==> src/rtl/sdr_rd_pkg.sv <==
package sdr_rd_pkg;

  typedef enum logic [2:0] {
    CMD_NOP   = 3'd0,
    CMD_ACT   = 3'd1,
    CMD_READ  = 3'd2,
    CMD_WRITE = 3'd3,
    CMD_PRE   = 3'd4,
    CMD_REF   = 3'd5,
    CMD_MODE  = 3'd6,
    CMD_RSVD  = 3'd7
  } cmd_e;

  localparam int unsigned CMD_W     = 3;
  localparam int unsigned BL_CODE_W = 2;
  // longest burst is 2**BLG_MAX beats
  localparam int unsigned BLG_MAX   = (1 << BL_CODE_W) - 1;

  function automatic int unsigned sel_width(input int unsigned n);
    return (n > 1) ? $clog2(n) : 1;
  endfunction

endpackage

==> src/rtl/sdr_rd_seq.sv <==
module sdr_rd_seq
  import sdr_rd_pkg::*;
#(
  parameter int unsigned COL_W = 6,
  parameter int unsigned LS_W  = 1
) (
  input  logic                 clk_i,
  input  logic                 rst_ni,
  input  logic                 rd_i,
  input  logic [COL_W-1:0]     col_i,
  input  logic [BL_CODE_W-1:0] bl_i,
  input  logic                 ilv_i,
  input  logic [LS_W-1:0]      lat_sel_i,
  output logic                 beat_v_o,
  output logic [COL_W-1:0]     beat_col_o,
  output logic [LS_W-1:0]      beat_lat_o
);

  logic                 act_q;
  logic [COL_W-1:0]     start_q;
  logic [BLG_MAX-1:0]   k_q;
  logic [BL_CODE_W-1:0] lg_q;
  logic                 ilv_q;
  logic [LS_W-1:0]      lat_q;

  logic [BLG_MAX-1:0]   blk_m;
  logic [BLG_MAX-1:0]   lo;
  logic [BLG_MAX-1:0]   off;

  // mask of the in-block column bits; also equals the last beat index
  always_comb begin
    for (int i = 0; i < BLG_MAX; i++) blk_m[i] = (i < int'(lg_q));
  end

  always_ff @(posedge clk_i or negedge rst_ni) begin
    if (!rst_ni) begin
      act_q   <= 1'b0;
      start_q <= '0;
      k_q     <= '0;
      lg_q    <= '0;
      ilv_q   <= 1'b0;
      lat_q   <= '0;
    end else if (rd_i) begin
      act_q   <= 1'b1;
      start_q <= col_i;
      k_q     <= '0;
      lg_q    <= bl_i;
      ilv_q   <= ilv_i;
      lat_q   <= lat_sel_i;
    end else if (act_q) begin
      if (k_q == blk_m) act_q <= 1'b0;
      else              k_q   <= k_q + 1'b1;
    end
  end

  always_comb begin
    lo  = start_q[BLG_MAX-1:0];
    off = ilv_q ? (lo ^ k_q) : (lo + k_q);
  end

  assign beat_v_o   = act_q;
  assign beat_col_o = {start_q[COL_W-1:BLG_MAX], (lo & ~blk_m) | (off & blk_m)};
  assign beat_lat_o = lat_q;

endmodule

==> src/rtl/sdr_rd_lat_pipe.sv <==
module sdr_rd_lat_pipe #(
  parameter int unsigned COL_W = 6,
  parameter int unsigned NSTG  = 2,
  parameter int unsigned LS_W  = 1
) (
  input  logic             clk_i,
  input  logic             rst_ni,
  input  logic             beat_v_i,
  input  logic [COL_W-1:0] beat_col_i,
  input  logic [LS_W-1:0]  beat_lat_i,
  output logic             sel_v_o,
  output logic [COL_W-1:0] sel_col_o
);

  logic [NSTG-1:0] v_q;
  logic [COL_W-1:0] c_q [NSTG];
  logic [LS_W-1:0]  s_q [NSTG];

  for (genvar j = 0; j < NSTG; j++) begin : g_stg
    if (j == 0) begin : g_head
      always_ff @(posedge clk_i or negedge rst_ni) begin
        if (!rst_ni) begin
          v_q[j] <= 1'b0;
          c_q[j] <= '0;
          s_q[j] <= '0;
        end else begin
          v_q[j] <= beat_v_i;
          c_q[j] <= beat_col_i;
          s_q[j] <= beat_lat_i;
        end
      end
    end else begin : g_tail
      always_ff @(posedge clk_i or negedge rst_ni) begin
        if (!rst_ni) begin
          v_q[j] <= 1'b0;
          c_q[j] <= '0;
          s_q[j] <= '0;
        end else begin
          v_q[j] <= v_q[j-1];
          c_q[j] <= c_q[j-1];
          s_q[j] <= s_q[j-1];
        end
      end
    end
  end

  // a beat leaves at the stage matching its own latency; deeper stage wins
  always_comb begin
    sel_v_o   = 1'b0;
    sel_col_o = '0;
    for (int j = 0; j < int'(NSTG); j++) begin
      if (v_q[j] && (s_q[j] == LS_W'(j))) begin
        sel_v_o   = 1'b1;
        sel_col_o = c_q[j];
      end
    end
  end

endmodule

==> src/rtl/sdr_rd_array.sv <==
module sdr_rd_array #(
  parameter int unsigned            COL_W  = 6,
  parameter int unsigned            DATA_W = 16,
  parameter logic [DATA_W-1:0]      SEED   = 16'h3C5A
) (
  input  logic [COL_W-1:0]  rd_col_i,
  output logic [DATA_W-1:0] rd_data_o
);

  localparam int unsigned DEPTH = 1 << COL_W;

  logic [DATA_W-1:0] rom [DEPTH];

  for (genvar i = 0; i < DEPTH; i++) begin : g_word
    assign rom[i] = DATA_W'(i * 257) ^ SEED;
  end

  assign rd_data_o = rom[rd_col_i];

endmodule

==> src/rtl/sdr_rd_out.sv <==
module sdr_rd_out #(
  parameter int unsigned DATA_W   = 16,
  parameter int unsigned MASK_DLY = 2
) (
  input  logic              clk_i,
  input  logic              rst_ni,
  input  logic              sel_v_i,
  input  logic [DATA_W-1:0] data_i,
  input  logic              dqm_i,
  output logic [DATA_W-1:0] dq_o,
  output logic              dq_oe_o
);

  logic [MASK_DLY-1:0] mq_q;
  logic                drive;

  always_ff @(posedge clk_i or negedge rst_ni) begin
    if (!rst_ni) mq_q <= '0;
    else         mq_q <= {mq_q[MASK_DLY-2:0], dqm_i};
  end

  assign drive = sel_v_i & ~mq_q[MASK_DLY-1];

  always_ff @(posedge clk_i or negedge rst_ni) begin
    if (!rst_ni) begin
      dq_oe_o <= 1'b0;
      dq_o    <= '0;
    end else begin
      dq_oe_o <= drive;
      dq_o    <= drive ? data_i : '0;
    end
  end

endmodule

==> src/rtl/sdr_rd_burst.sv <==
module sdr_rd_burst
  import sdr_rd_pkg::*;
#(
  parameter int unsigned COL_W   = 6,
  parameter int unsigned DATA_W  = 16,
  parameter int unsigned LAT_MIN = 2,
  parameter int unsigned LAT_MAX = 3
) (
  input  logic                 clk_i,
  input  logic                 rst_ni,
  input  logic [CMD_W-1:0]     cmd_i,
  input  logic [COL_W-1:0]     col_i,
  input  logic [BL_CODE_W-1:0] bl_i,
  input  logic                 ilv_i,
  input  logic                 lat3_i,
  input  logic                 dqm_i,
  output logic [DATA_W-1:0]    dq_o,
  output logic                 dq_oe_o
);

  localparam int unsigned NSTG = LAT_MAX - LAT_MIN + 1;
  localparam int unsigned LS_W = sel_width(NSTG);

  logic              rd;
  logic              beat_v;
  logic [COL_W-1:0]  beat_col;
  logic [LS_W-1:0]   beat_lat;
  logic              sel_v;
  logic [COL_W-1:0]  sel_col;
  logic [DATA_W-1:0] rd_data;

  assign rd = (cmd_i == CMD_READ);

  sdr_rd_seq #(.COL_W(COL_W), .LS_W(LS_W)) i_seq (
    .clk_i      (clk_i),
    .rst_ni     (rst_ni),
    .rd_i       (rd),
    .col_i      (col_i),
    .bl_i       (bl_i),
    .ilv_i      (ilv_i),
    .lat_sel_i  (LS_W'(lat3_i)),
    .beat_v_o   (beat_v),
    .beat_col_o (beat_col),
    .beat_lat_o (beat_lat)
  );

  sdr_rd_lat_pipe #(.COL_W(COL_W), .NSTG(NSTG), .LS_W(LS_W)) i_pipe (
    .clk_i      (clk_i),
    .rst_ni     (rst_ni),
    .beat_v_i   (beat_v),
    .beat_col_i (beat_col),
    .beat_lat_i (beat_lat),
    .sel_v_o    (sel_v),
    .sel_col_o  (sel_col)
  );

  sdr_rd_array #(.COL_W(COL_W), .DATA_W(DATA_W)) i_array (
    .rd_col_i  (sel_col),
    .rd_data_o (rd_data)
  );

  sdr_rd_out #(.DATA_W(DATA_W), .MASK_DLY(2)) i_out (
    .clk_i   (clk_i),
    .rst_ni  (rst_ni),
    .sel_v_i (sel_v),
    .data_i  (rd_data),
    .dqm_i   (dqm_i),
    .dq_o    (dq_o),
    .dq_oe_o (dq_oe_o)
  );

endmodule

==> config.mk <==
export PLATFORM = sky130hd
export DESIGN_NAME = sdr_rd_burst
export DESIGN_NICKNAME = d
export VERILOG_FILES = /design/src/rtl/sdr_rd_pkg.sv /design/src/rtl/sdr_rd_seq.sv /design/src/rtl/sdr_rd_lat_pipe.sv /design/src/rtl/sdr_rd_array.sv /design/src/rtl/sdr_rd_out.sv /design/src/rtl/sdr_rd_burst.sv
export SDC_FILE = /design/constraint.sdc
export NUM_CORES = 1
export LEC_CHECK = 0
export BUFFER_PORTS_ARGS = -buffer_cell sky130_fd_sc_hd__buf_2
export CAP_MARGIN = 5
export CORE_UTILIZATION = 42
export CTS_CLUSTER_DIAMETER = 200
export DETAILED_ROUTE_END_ITERATION = 6
export PLACE_DENSITY = 0.66
export SLEW_MARGIN = 5
export SYNTH_ARGS = -nofsm -noshare
export SYNTH_HDL_FRONTEND = slang
export SYNTH_SLANG_ARGS = --single-unit
export TNS_END_PERCENT = 50
==> constraint.sdc <==
create_clock -name clk_i -period 1.6 [get_ports clk_i]
set_input_delay 0.32 -clock clk_i [delete_from_list [all_inputs] [get_ports clk_i]]
set_output_delay 0.32 -clock clk_i [all_outputs]
set_load 0.01 [all_outputs]
==> metrics.md, run 1 <==
| Metric | Value |
|---|---|
| Outcome | `complete, no violations` |
| Fmax | `639 MHz` |
| Post-synth top area cell | `dfrtp_1` |
| Syn Inst Count | `136` |
| Placed cells | `211` |
| Worst hold path class | `input port to register` |
| H-tree levels | `2` |
| Slowest CP cell | `dfrtp_2` |
| Largest net degree at the start of global routing | `25` |
| Number of diodes | `0` |
| Clk slew on worst S/H paths | `0.08 ns` |
| Total wire length | `2980 um` |
| Required time worst endpoint | `1.82 ns` |
| Crit Path Class | `register to register` |
| Startpoint of the worst setup timing path | `i_seq.k_q[0]` |
| CTS tree | `done` |
| WL/cell | `13.4 um` |
| First-pass GRT wire length | `5000 um` |
| Simple-gate share of the synthesized area | `11.6%` |
| # Max-Cap Violations | `0` |
| Vias per cell | `5.12` |
| Crit. End Element | `register` |
| Final ANT Viol Nets | `0` |
| DRT Pass-1 Iters | `4` |
| Core footprint | `3800 um^2` |
| CP arrival | `1.79 ns` |
| Post-synth EDFFs | `0` |
| Crit-path most repeated cell | `xor2_1` |
| Async SR Flop Fraction | `100%` |
| Vias in the first global route | `1,145` |
| CTS Sinks | `42` |
| Maximum vdd drop | `0.816 mV` |
| Final nets | `194` |
| Synth top area share | `60.8%` |
| CTS max path bufs | `2` |
| Die ar. | `4370 um^2` |
| Die Ht | `66.1 um` |
| Syn Std Cell Area | `1730 um^2` |
| Final max-slew violation count | `0` |
| Synth warnings | `0` |
| Design Area, Final | `2080 um^2` |
| GRT Overall Usage | `15.9%` |
| Initial antenna violation count | `0` |
| Clock Latency Late Sink | `0.30 ns` |
| RSZ-0062 raised after global routing | `yes` |
| Power Density | `1550 nW/um^2` |
| Final setup violation count | `0` |
| CP cell instances | `ha_2 -> inv_1 -> fa_2 -> nor2_2 -> xor2_1 -> and3_1 -> xor2_1` |
| CTS buffer count | `5` |
| Hold wc startpoint | `dqm_i` |
| Yosys cell types | `33` |
| Largest family of logic cells by synthesized area | `simple AND/OR/NAND/NOR gates` |
| Setup Total Neg Slack | `0 ns` |
| Tmin final | `1.57 ns` |
| Most common cell in the netlist | `dfrtp_1` |
| Mux cell area share after synthesis | `7.17%` |
| Layout cells sized above 1 | `39.4%` |
| Post-DP HPWL | `2060 um` |
| Fin. Hold Viols | `0` |
| Top cells by count, synth | `dfrtp_1 (42), nor2_1 (14), mux2_2 (10)` |
| IO Port Bufs | `29` |
| Fin crit share | `97.8%` |
| Final Skew | `0.00344 ns` |
| Synth Register Bits | `42` |
| Syn_area_per_cell | `12.7 um^2` |
| WP buf/inv | `1` |
| Post-synthesis adder-cell area fraction | `3.33%` |
| Synth area leaders | `dfrtp_1 (61%), mux2_2 (6.5%), buf_4 (3.0%)` |
| Total power | `0.00322 W` |
| 1st-iter DRT viols | `84` |
| Layout area overhead | `20.3%` |
| DP Area | `1930 um^2` |
| Max stage delay on crit path | `0.37 ns` |
| Top delay family on crit path | `adder cells` |
| Root Buffer | `clkbuf_8` |
| Reg-to-Reg Start | `i_seq.k_q[0]` |
| Total number of vias | `1,142` |
| Placer Congestion | `0.849` |
| Initial core utilization | `45.5%` |
| Leakage | `1.00 nW` |
| Post-Layout Cell Count | `223` |
| Total grt overflow | `0` |
| Compound-gate portion of the synthesized area | `9.27%` |
| Drt drc | `0` |
| Setup crit start kind | `register` |
| Io pins | `33` |
| Horiz. Die Dim | `66.1 um` |
| Sequential share of the synthesized area | `60.8%` |
| XOR/XNOR Fraction of Synth Area | `1.52%` |
| Cell row count | `22` |
| Crit path max fanout | `2` |
| Main synth FF type | `dfrtp_1` |
## power breakdown
part / switching [W] / internal, W / total [W]
registers: 0.000168 / 0.00135 / 0.00151
logic: 0.000503 / 0.000501 / 0.00100
clock network: 0.000356 / 0.000346 / 0.000703
total: 0.00103 / 0.00219 / 0.00322
## kinds of logic (layout without fill, tap and decap cells)
group,count (synthesis),count (layout)
DFF,42,42
AOI/OAI and AO/OA,22,22
adders and majority gates,4,4
buffers and inverters,16,53
other,1,3
muxes,11,11
and+or+nand+nor,37,37
xor gates and xnor gates,3,3
## cell type report
cell class                      instances  area [um^2]
Tap cell                               48         60.1
Sequential cell                        42         1050
Clock inverter                          2         12.5
Inverter                                3         11.3
Multi-Input combinational cell         80          602
Fill cell                             331         1720
Timing Repair Buffer                   42          258
Clock buffer                            6         82.6
## through the flow
step	worst slack [ns]	util (%)	hold WS, ns
after floorplan	0.0371	-	0.0244
after global placement	0.0730	50.8	0.284
after detailed placement	0.0193	50.8	0.294
after CTS	0.00137	53.7	0.118
after global routing	-0.0712	54.7	0.115
final	0.0347	54.7	0.127
## worst paths after layout
kind                            endpoint  slack, ns  depth (start not counted)
max in group asynchronous   i_seq.k_q[1]       0.61                          3
setup / recovery           i_pipe.c_q[8]       0.03                          7
setup reg to reg           i_pipe.c_q[8]       0.03                          7
min in group asynchronous  i_pipe.s_q[0]       0.50                          2
hold reg to reg            i_pipe.s_q[0]       0.36                          0
hold / removal             i_out.mq_q[0]       0.13                          1
## metal layers
| layer | vias up | track usage, % | share of wire, % |
|---|---|---|---|
| met5 | - | 0 | 0 |
| met4 | 0 | 10.6 | 2.7 |
| met3 | 8 | 4.31 | 6.0 |
| met2 | 43 | 27.8 | 52 |
| met1 | 557 | 16.5 | 39 |
| li1 | 534 | - | - |
## worst register-to-register path, cell delays in order, from the launching register on
cell	delay [ns]
dfrtp_2	0.37
ha_2	0.17
inv_1	0.05
fa_2	0.34
nor2_2	0.13
xor2_1	0.13
and3_1	0.17
xor2_1	0.14
## sequential cells by signal, summed over array words and instances (netlist names), 2 cells and up
signal	flops
i_pipe.s_q	2
i_out.mq_q	2
i_seq.k_q	3
i_seq.lg_q	2
i_out.dq_o	10
i_pipe.v_q	2
i_pipe.c_q	12
i_seq.start_q	6
## layout by cell type, fill, tap and decap left out, drive strengths merged, types with 3 or more instances in the layout
| cell | count |
|---|---|
| nand2 | 7 |
| dfrtp | 42 |
| conb | 3 |
| clkbuf | 6 |
| ha | 3 |
| o21ai | 6 |
| inv | 3 |
| buf | 41 |
| a22oi | 4 |
| nor2b | 3 |
| mux2 | 11 |
| xor2 | 3 |
| nor2 | 14 |
| o22a | 5 |
## repair_timing
item,CTS,global route
endpoints found under the hold margin,18,0
setup buffers,1,2
pin swaps,0,3
endpoints found under the setup margin,1,2
hold buffers,1,0
resized for setup,0,6
(Power assumes the default switching activity.)
==> run 2: changes to the inputs <==
- PLACE_DENSITY: 0.66 -> 0.65
- SYNTH_HIERARCHICAL: default -> 1
==> metrics.md, run 2 <==
| Metric | Value |
|---|---|
| Total grt overflow | `0 (unchanged)` |
| Clock power share | `22.6% (+0.8 points)` |
| Hold wc startpoint | `dqm_i` |
| Yosys cell types | `33 (unchanged)` |
| Syn Inst Count | `154 (+13%)` |
| Vias in the first global route | `1,191 (+4.0%)` |
| GRT Overall Usage | `13.6% (-2.3 points)` |
| CTS tree | `done` |
| WL/cell | `12.6 um (-5.3%)` |
| Final setup violation count | `0 (unchanged)` |
| Horiz. Die Dim | `71.7 um (+8.4%)` |
| Setup crit start kind | `register` |
| Layout cells sized above 1 | `39.6% (+0.14 points)` |
| Synth area leaders | `dfrtp_1 (60%), and3b_1 (6.9%), buf_4 (6.3%)` |
| Fmax | `661 MHz (+3.4%)` |
| Fin. Hold Viols | `0 (unchanged)` |
| Outcome | `complete, no violations` |
| Drt drc | `0 (unchanged)` |
| Relative slew slack | `66.7%` |
| Syn Std Cell Area | `2040 um^2 (+18%)` |
| Met2 usage | `23.1% (-4.7 points)` |
| Layout area overhead | `14.0%` |
| Placed cells | `229 (+8.5%)` |
| Most Used Layer, Global Route | `met2` |
| Total power | `0.00343 W (+6.4%)` |
| Async SR Flop Fraction | `100% (unchanged)` |
| Leakage | `1.22 nW (+21%)` |
| Worst setup margin | `0.0863 ns (+0.0515 ns)` |
| First-pass GRT wire length | `5300 um (+5.9%)` |
| CTS Sinks | `49 (+17%)` |
| Top cells by count, synth | `dfrtp_1 (49), buf_4 (17), and3b_1 (16)` |
| Synth Register Bits | `49 (+17%)` |
| Tmin final | `1.51 ns (-0.0515 ns)` |
| DRT Pass-1 Iters | `4 (unchanged)` |
| Io pins | `33 (unchanged)` |
| Initial core utilization | `45.3% (-0.18 points)` |
| Die Ht | `71.7 um (+8.4%)` |
| Met1 GRT Util | `15.9% (-0.58 points)` |
| Cell row count | `24 (+9.1%)` |
| Seq pwr share | `50.3% (+3.3 points)` |
| H-tree levels | `2 (unchanged)` |
| Number of diodes | `0 (unchanged)` |
| Most common cell in the netlist | `dfrtp_1` |
| Worst hold path class | `input port to register` |
| M3 GR Usage | `4.78% (+0.47 points)` |
| Post-DP HPWL | `2210 um (+7.6%)` |
| Most common cell after layout, fill and taps aside | `dfrtp_1` |
| Combinational share of power | `27.1% (-4.1 points)` |
| Least-Margin Pin Slew | `0.498 ns` |
| Final nets | `206 (+6.2%)` |
| Crit Path Class | `register to register` |
| Sw Pwr | `0.00102 W (-0.78%)` |
| Initial antenna violation count | `0 (unchanged)` |
| Clk slew on worst S/H paths | `0.09 ns (about the same)` |
| Core footprint | `4500 um^2 (+19%)` |
| RSZ-0062 raised after global routing | `yes` |
| Synth top area share | `60.1% (-0.74 points)` |
| Placer Congestion | `0.807 (-5.0%)` |
| Required time worst endpoint | `1.83 ns (about the same)` |
| Largest net degree at the start of global routing | `20 (-20%)` |
| Most frequent cells in the layout | `dfrtp_1 (48), buf_2 (32), and3b_1 (16), mux2_2 (10)` |
| Reg-to-Reg Start | `i_seq/start_q[0]` |
| Int Power | `0.00241 W (+9.7%)` |
| Post-synth EDFFs | `0 (unchanged)` |
| Max FFs per register | `16 (+4)` |
| Largest Register | `i_out/dq_o` |
| CTS buffer count | `5 (unchanged)` |
| Total number of vias | `1,167 (+2.2%)` |
| Total wire length | `3020 um (+1.5%)` |
| Vias per cell | `4.88 (-4.7%)` |
| Root Buffer | `clkbuf_8` |
| Final max-slew violation count | `0 (unchanged)` |
| Biggest regs | `i_out/dq_o: 16 flops, i_pipe/c_q: 12 flops, i_seq/start_q: 6 flops` |
| Post-synth top area cell | `dfrtp_1` |
| CTS max path bufs | `2 (unchanged)` |
| Final ANT Viol Nets | `0 (unchanged)` |
| Main synth FF type | `dfrtp_1` |
| IO Port Bufs | `32 (+10%)` |
| Post-Place Worst Slack | `0.0443 ns (+0.0250 ns)` |
| 1st-iter DRT viols | `18 (-79%)` |
| Syn_area_per_cell | `13.3 um^2 (+4.3%)` |
| Crit. End Element | `register` |
| Fin crit share | `94.6% (-3.2 points)` |
| Clock Latency Late Sink | `0.30 ns (about the same)` |
| Maximum vdd drop | `0.613 mV (-25%)` |
| Crit path max fanout | `2 (unchanged)` |
| Sequential share of the synthesized area | `60.1% (-0.74 points)` |
| Worst Hold Margin | `0.123 ns (-0.00493 ns)` |
| Sw Share | `29.7% (-2.1 points)` |
| # Max-Cap Violations | `0 (unchanged)` |
| Startpoint of the worst setup timing path | `i_seq/start_q[0]` |
| Synth warnings | `6 (+6)` |
| CP arrival | `1.74 ns (-0.05 ns)` |
| Final Skew | `0.00869 ns (+0.00525 ns)` |
| Die ar. | `5140 um^2 (+18%)` |
| Power Density | `1470 nW/um^2 (-4.9%)` |
| Post-Layout Cell Count | `239 (+7.2%)` |
run 2: changes by cell type after synthesis, moves of 5 or more:
cell / previous run / this run
inv_1: 3 / 8
a31o_1: 0 / 6
o22a_1: 5 / 0
buf_4: 7 / 17
dfrtp_1: 42 / 49
and3b_1: 0 / 16
nor2_1: 14 / 3
and3_2: 0 / 7
run 2: worst paths after layout:
kind	cells after the start	endpoint	slack, ns
max reg2reg	7	i_pipe/c_q[8]	0.09
max	7	i_pipe/c_q[8]	0.09
min reg2reg	0	i_out/mq_q[1]	0.36
min in group asynchronous	2	i_seq/beat_v_o	0.49
min	1	i_out/mq_q[0]	0.12
max in group asynchronous	3	i_out/dq_o[3]	0.53
run 2: cells by family after synthesis:
logic type / synth area share, %
other: 0.368
adder cells (fa/ha/maj): 2.82
flip-flops: 60.1
buffers and inverters: 8.52
multiplexers: 6.01
XOR/XNOR: 1.29
AND/OR/NAND/NOR: 15.1
AO/OA/AOI/OAI: 5.82
run 2: layout make-up:
cell class | instances | area, um^2
fill | 395 | 2180
clock inverter | 1 | 5.00
timing repair buffer | 42 | 250
inverter | 8 | 30.0
tap | 52 | 65.1
multi-input combinational | 80 | 653
clock buffer | 7 | 96.3
sequential | 49 | 1230
run 2: what timing repair did:
item / CTS / global route
endpoints found under the setup margin: 0 / 1
buffers inserted: 0 / 1
hold buffers: 1 / 0
gates resized for setup: 0 / 2
endpoints found under the hold margin: 15 / 0
run 2: layer usage:
| layer | vias to the layer above | share of wire [%] | wire length (um) |
|---|---|---|---|
| met3 | 6 | 4.8 | 146 |
| met5 | - | 0 | 0 |
| li1 | 568 | - | - |
| met4 | 0 | 1.5 | 46 |
| met2 | 30 | 48 | 1460 |
| met1 | 563 | 45 | 1370 |
run 2: power groups by stage:
stage | Clock (W) | Sequential (W) | Combinational (W)
finish | 0.000773 | 0.00172 | 0.000931
CTS | 0.000805 | 0.00173 | 0.000926
global placement | 0 | 0.00174 | 0.000884
floorplan | 0 | 0.00179 | 0.000670
detailed placement | 0 | 0.00176 | 0.000920
global route | 0.000861 | 0.00177 | 0.00106
run 2: worst max-delay path: stages, from the launching register on:
cell and delay, ns:
dfrtp_1 0.36, ha_1 0.14, inv_1 0.05, fa_2 0.33, nor2_2 0.12, xor2_1 0.13
and3_2 0.19, xor2_1 0.13
run 2: stage by stage:
stage	util, %	setup TNS [ns]	area [um^2]
final	51.7	0	2330
after global routing	51.7	-0.0151	2330
after CTS	51.4	0	2310
after detailed placement	48.9	0	2200
after global placement	48.9	0	2200
after floorplan	-	0	2050
